[config.mk]
export PLATFORM = sky130hd
export DESIGN_NAME = cla16_two_level
export DESIGN_NICKNAME = d
export VERILOG_FILES = /design/src/rtl/cla16_two_level.sv
export SDC_FILE = /design/constraint.sdc
export NUM_CORES = 1
export LEC_CHECK = 0
export BUFFER_PORTS_ARGS = -buffer_cell sky130_fd_sc_hd__buf_2
export CORE_UTILIZATION = 56
export DETAILED_ROUTE_END_ITERATION = 16
export PLACE_DENSITY = 0.91
export RECOVER_POWER = 100
export SETUP_SLACK_MARGIN = 0.05
export SLEW_MARGIN = 20
export SYNTH_ARGS = -nofsm -noshare
export SYNTH_HDL_FRONTEND = slang
export SYNTH_SLANG_ARGS = --single-unit
[constraint.sdc]
create_clock -name vclk -period 4.5
set_clock_uncertainty 0.1 [all_clocks]
set_input_delay 0.675 -clock vclk [all_inputs]
set_output_delay 0.675 -clock vclk [all_outputs]
set_load 0.02 [all_outputs]
[src/rtl/cla16_two_level.sv]
module cla16_two_level (
  input  logic [15:0] a_i,
  input  logic [15:0] b_i,
  input  logic        cin_i,
  output logic [15:0] sum_o,
  output logic        cout_o,
  output logic        grp_gen_o,
  output logic        grp_prop_o
);
  localparam int GW = 4;
  localparam int NG = 16 / GW;

  logic [15:0]   g, p, bc;
  logic [NG-1:0] gg, gp, gco;
  logic [NG:0]   gc;

  assign g = a_i & b_i;
  assign p = a_i | b_i;

  for (genvar k = 0; k < NG; k++) begin : grp
    localparam int B = k * GW;

    assign gg[k] = g[B+3] | (g[B+2] & p[B+3]) | (g[B+1] & p[B+2] & p[B+3])
                 | (g[B] & p[B+1] & p[B+2] & p[B+3]);
    assign gp[k] = &p[B+3:B];

    assign bc[B]   = gc[k];
    assign bc[B+1] = g[B] | (p[B] & gc[k]);
    assign bc[B+2] = g[B+1] | (p[B+1] & g[B]) | (p[B+1] & p[B] & gc[k]);
    assign bc[B+3] = g[B+2] | (p[B+2] & g[B+1]) | (p[B+2] & p[B+1] & g[B])
                   | (p[B+2] & p[B+1] & p[B] & gc[k]);
    assign gco[k]  = g[B+3] | (p[B+3] & g[B+2]) | (p[B+3] & p[B+2] & g[B+1])
                   | (p[B+3] & p[B+2] & p[B+1] & g[B])
                   | (p[B+3] & p[B+2] & p[B+1] & p[B] & gc[k]);

    always_comb begin
      assert_group_carry_agree_R6: assert (gco[k] == gc[k+1])
        else $error("group %0d local carry disagrees with second level", k);
      assert_gen_forces_carry_R2: assert (!gg[k] || gc[k+1])
        else $error("group %0d generates but no carry leaves it", k);
      assert_no_prop_blocks_cin_R4: assert (gp[k] || (gc[k+1] == gg[k]))
        else $error("group %0d without propagate passed its carry-in", k);
    end
  end

  assign gc[0] = cin_i;
  assign gc[1] = gg[0] | (gp[0] & cin_i);
  assign gc[2] = gg[1] | (gp[1] & gg[0]) | (gp[1] & gp[0] & cin_i);
  assign gc[3] = gg[2] | (gp[2] & gg[1]) | (gp[2] & gp[1] & gg[0])
               | (gp[2] & gp[1] & gp[0] & cin_i);
  assign gc[4] = gg[3] | (gp[3] & gg[2]) | (gp[3] & gp[2] & gg[1])
               | (gp[3] & gp[2] & gp[1] & gg[0])
               | (gp[3] & gp[2] & gp[1] & gp[0] & cin_i);

  assign sum_o      = a_i ^ b_i ^ bc;
  assign cout_o     = gc[NG];
  assign grp_gen_o  = gg[3] | (gp[3] & gg[2]) | (gp[3] & gp[2] & gg[1])
                    | (gp[3] & gp[2] & gp[1] & gg[0]);
  assign grp_prop_o = &gp;

  always_comb begin
    assert_sum_matches_R1: assert ({cout_o, sum_o} == ({1'b0, a_i} + {1'b0, b_i} + {16'b0, cin_i}))
      else $error("sum mismatch");
    assert_cout_form_R5: assert (cout_o == (grp_gen_o | (grp_prop_o & cin_i)))
      else $error("carry-out not formed from word terms");
    assert_prop_all_or_R3: assert (grp_prop_o == (&(a_i | b_i)))
      else $error("word propagate mismatch");
  end
endmodule

---- Word level (Yosys, flattened, before mapping) ----
Index checks and enable logic that the tools add are counted.
W data, S select, Z words.
word-level totals
  flip-flop bits (word level) ............. 0
  bits of input ports ..................... 33
  output and inout port bits .............. 19
cells by class
  reductions and logical operators ........ 5
  bitwise logic cells ..................... 118
operators by type and width
  cell                count
  $and A1 B1 Y1       68
  $or A1 B1 Y1        46
  $xor A16 B16 Y16    2
  $and A16 B16 Y16    1
  $or A16 B16 Y16     1
  $reduce_and A16 Y1  1
  $reduce_and A4 Y1   4

---- Logic depth before layout (Yosys ltp) ----
  depth after elaboration ................. 12
  mapped depth ............................ 9
  depth with buffers taken out ............ 9

---- Least setup slack after synthesis ----
Ideal clock, no wire load.
  kind .................................... input to output
  start ................................... input a_i[3]
  end ..................................... output sum_o[13]
  buffers on the path ..................... 0
  arrival time ............................ 2.639 ns
  setup slack ............................. 1.086 ns
  stages .................................. 9
  path through ............................ inv_1 > ha_1 > or3_4 > or2_4 > a31oi_1 > nor2_1 > o21ai_0 > fa_1 > xor2_1
on the way
  cells in the longest elaborated chain, start to end .. 11
  elaborated cells on any way between the ends .. 17
  classes of those cells .................. bitwise: 16; reduce/logical: 1
ends and longest elaborated chain
  item                line  RTL
  from (decl)         2     input logic [15:0] a_i,
  $or A16 B16 Y16     18    assign p = a_i | b_i;
  $and A1 B1 Y1       -
  $or A1 B1 Y1        -
  $or A1 B1 Y1        23    assign gg[k] = g[B+3] | (g[B+2] & p[B+3]) | (g[B+1] & p[B+2] & p[B+3])
  $or A1 B1 Y1        24    | (g[B] & p[B+1] & p[B+2] & p[B+3]);
  $and A1 B1 Y1       49    assign gc[3] = gg[2] | (gp[2] & gg[1]) | (gp[2] & gp[1] & gg[0])
  $or A1 B1 Y1        49
  $or A1 B1 Y1 *      50    | (gp[2] & gp[1] & gp[0] & cin_i);
  $and A1 B1 Y1 *     28    assign bc[B+1] = g[B] | (p[B] & gc[k]);
  $or A1 B1 Y1 *      28
  $xor A16 B16 Y16 *  55    assign sum_o = a_i ^ b_i ^ bc;
  to (decl)           5     output logic [15:0] sum_o,
Every way passes the cells marked *; elsewhere a longest branch is shown, timed or not.

---- Final worst setup path ----
Ends and elaborated chain as after synthesis.

==> Flow_metrics.wiki <==
{| class="wikitable"
! Metric !! Value
|-
| Capturing element type of the critical path || output port
|-
| Post-CTS sizing || 0
|-
| Xor/xnor cell area share of the yosys netlist || 0.05545
|-
| Overall routing resource usage || 0.2431
|-
| Largest net degree at the start of global routing || 7
|-
| Max stage delay on crit path || 0.40 ns
|-
| Cell depth of the worst hold path || 5
|-
| Post-detail-place hpwl || 2.614 mm
|-
| Post-synth cell types || 36
|-
| Outcome || finished clean
|-
| Post-CTS Hold Fix Bufs || 0
|-
| Adder-cell area share of the yosys netlist || 0.3901
|-
| Sw frac || 0.6328
|-
| Required time at the endpoint of the critical path || 3.72 ns
|-
| Critical path's most frequent cell || sky130_fd_sc_hd__nor2_1
|-
| Synth Area in Compound Gates || 0.2168
|-
| Number of cells in the finished layout apart from fillers || roughly 250
|-
| Worst Max-Slew Pin Slew || 0.7050 ns
|-
| Combined area of all synthesized cells || 1264 sq um
|-
| Via-per-instance ratio || 5.402
|-
| Clock network fraction of design power || 0
|-
| Fin area || 1528 sq um
|-
| Initial DRC count || 20
|-
| Proportion of netlist area held by the largest area contributor || 0.3267
|-
| Cell area reported after detailed placement || 1558 sq um
|-
| Via count || about 1,300
|-
| DRC || 0
|-
| Leading post-synthesis cells by cell area || sky130_fd_sc_hd__ha_1 (33%), sky130_fd_sc_hd__inv_1 (13%), sky130_fd_sc_hd__fa_1 (6.3%)
|-
| Cell Int Power || 79.45 uW
|-
| Post-CTS Setup Repair Bufs || 0
|-
| Detailed-route wire length || 2.894 mm
|-
| Clock buffers || 0
|-
| Share of final-layout standard cells stronger than drive strength 1 || 0.1847
|-
| Mean instance size in the synthesized netlist || 7.434 sq um
|-
| Die extent in y || 49.51 microns
|-
| Setup Viol. Count Final || 0
|-
| Warnings from Yosys || 0
|-
| Final period demand of the worst path || 3.814 ns
|-
| DR pass1 iterations || 4
|-
| Max Freq || between 0.2 and 0.3 GHz
|-
| Total area of sequential cells || 0 sq um
|-
| Boundary pin count || 52
|-
| Fill cell instance count of the final layout || approximately 170
|-
| Switching component of the power || roughly 140 uW
|-
| Largest delay share family, worst path || simple AND/OR/NAND/NOR gates
|-
| Reported leakage power || just over 0.8 nW
|-
| Placeable core region || 2042 sq um
|-
| Class of the tightest hold or removal check || in -> out
|-
| Maximum fanout count along the critical path || 6
|-
| Portion of netlist area occupied by mux cells || 0
|-
| Die footprint || 2451 sq um
|-
| CP bufs+invs || 3
|-
| Number of max-slew violations in the final report || 0
|-
| Tightest slew margin relative to the limit || 0.5257
|-
| Layout overhead on the synthesized area || 20.89%
|-
| RSZ-0062 raised after global routing || no
|-
| Final global-route overflow total || 0
|-
| Crit. path cell count || 11
|-
| Commonest cells after routing, fill and taps aside || sky130_fd_sc_hd__inv_1 (43), sky130_fd_sc_hd__buf_2 (34), sky130_fd_sc_hd__ha_1 (33)
|-
| Arrival time at the worst endpoint || slightly above 3 ns
|-
| Synthesized net count || 240
|-
| Final setup TNS || 0 ns
|-
| Part of the cycle the worst path needs || 0.8476
|-
| Via count of the first global-routing pass || 1,290
|-
| Input/output buffers || 52
|-
| First-pass GRT wire length || about 4.9 mm
|-
| Post-synth top area cell || sky130_fd_sc_hd__ha_1
|-
| Largest family of logic cells by synthesized area || adder cells
|-
| Type of the setup path with the least slack || in -> out
|-
| Total power divided by cell area || roughly 140 nW/um^2
|-
| Cell count after placement || 249
|-
| Leading cell type in the layout, fill and taps excluded || sky130_fd_sc_hd__inv_1
|-
| Antenna viol nets, final || 0
|-
| Post-synthesis sequential area ratio || 0
|-
| Effective utilization at floorplan || 0.6189
|-
| Total count of hold-check failures in the final report || 0
|-
| Total inserted antenna cells || 0
|-
| Routed length per instance || 11.62 microns
|-
| Max-capacitance violation count || 0
|-
| Fraction of power consumed by sequential logic || 0
|-
| Cell-by-cell trace of the critical path || buf_2 -> inv_1 -> ha_1 -> and2b_2 -> nor2_1 -> a31oi_1 -> nor2_1 -> o21ai_0 -> fa_1 -> xor2_1 -> clkbuf_1
|-
| Cell Rows || 16
|-
| Post-synthesis instance total || between 150 and 200
|-
| RePlAce Congestion || between 0.8 and 0.9
|-
| Crit path max-delay cell type || sky130_fd_sc_hd__fa_1
|-
| Category of the worst setup path launch point || primary input
|-
| Worst VDD drop || about 86 uV
|-
| Sequential cell count of the final layout || 0
|-
| Nets@finish || about 300
|-
| Horizontal extent of the die || 49.51 microns
|-
| Simple logic cell fraction of the synthesized area || 0.2099
|-
| Number of antenna violations at the first check in global routing || 0
|-
| Combinational fraction of design power || 1.000
|}
## power groups by stage
| stage | Sequential, mW | Combinational (mW) | Clock (mW) |
|---|---|---|---|
| after floorplan | 0 | 0.156 | 0 |
| final | 0 | 0.216 | 0 |
| after global routing | 0 | 0.237 | 0 |
| after detailed placement | 0 | 0.223 | 0 |
| after CTS | 0 | 0.225 | 0 |
| after global placement | 0 | 0.215 | 0 |
## worst paths after layout
| path | startpoint | slack (ns) | to |
|---|---|---|---|
| max | a_i[3] | 0.69 | sum_o[13] |
| min | b_i[6] | 1.73 | sum_o[6] |
## layer usage
layer,GRT usage,routed length (microns),vias to the layer above
li1,-,-,683
met1,0.2532,1194,606
met2,0.5320,1520,50
met3,0.009259,137,6
met4,0.02381,42,0
met5,0,0,-
## cell type report
cell class | count | area, sq um | share of cell area
Tap cell | 27 | 33.78 | 0.02211
Multi-Input combinational cell | 127 | 1095 | 0.7166
Inverter | 43 | 161.4 | 0.1057
Timing Repair Buffer | 52 | 237.7 | 0.1556
## cell usage after synthesis (2+ instances only)
library cell	number
sky130_fd_sc_hd__nand3_1	3
sky130_fd_sc_hd__nor4_1	4
sky130_fd_sc_hd__nor3_1	3
sky130_fd_sc_hd__o2111ai_1	2
sky130_fd_sc_hd__nand2b_1	3
sky130_fd_sc_hd__nand3b_1	3
sky130_fd_sc_hd__o221ai_1	3
sky130_fd_sc_hd__nor2_1	13
sky130_fd_sc_hd__o21ai_0	5
sky130_fd_sc_hd__inv_1	43
sky130_fd_sc_hd__ha_1	33
sky130_fd_sc_hd__a21oi_1	9
sky130_fd_sc_hd__nor2b_1	3
sky130_fd_sc_hd__fa_1	4
sky130_fd_sc_hd__xor2_1	5
sky130_fd_sc_hd__or4_1	3
sky130_fd_sc_hd__nand2_1	6
sky130_fd_sc_hd__xnor2_1	3
sky130_fd_sc_hd__o21bai_1	3
sky130_fd_sc_hd__a311oi_1	3
## tightest hold or removal path: cells and delay by family
family	cells	cell delay, ns
buffers and inverters	3	0.30
adders and majority gates	1	0.12
xor gates and xnor gates	1	0.06
## cell families after synthesis
family                   count (synthesis)
AO/OA/AOI/OAI                           34
buffers and inverters                   43
AND/OR/NAND/NOR                         48
XOR/XNOR                                 8
adder cells (fa/ha/maj)                 37
## metrics by stage
step | power (mW) | worst slack [ns] | hold slack [ns] | util
floorplan | 0.1561 | 1.086 | 1.506 | -
global route | 0.2375 | 0.5000 | 1.757 | 0.7482
global placement | 0.2150 | 0.8805 | 1.662 | 0.7629
CTS | 0.2247 | 0.7814 | 1.671 | 0.7629
finish | 0.2164 | 0.6859 | 1.734 | 0.7482
detailed placement | 0.2233 | 0.7835 | 1.670 | 0.7629
Note: power is estimated with default switching activity, not from simulation.
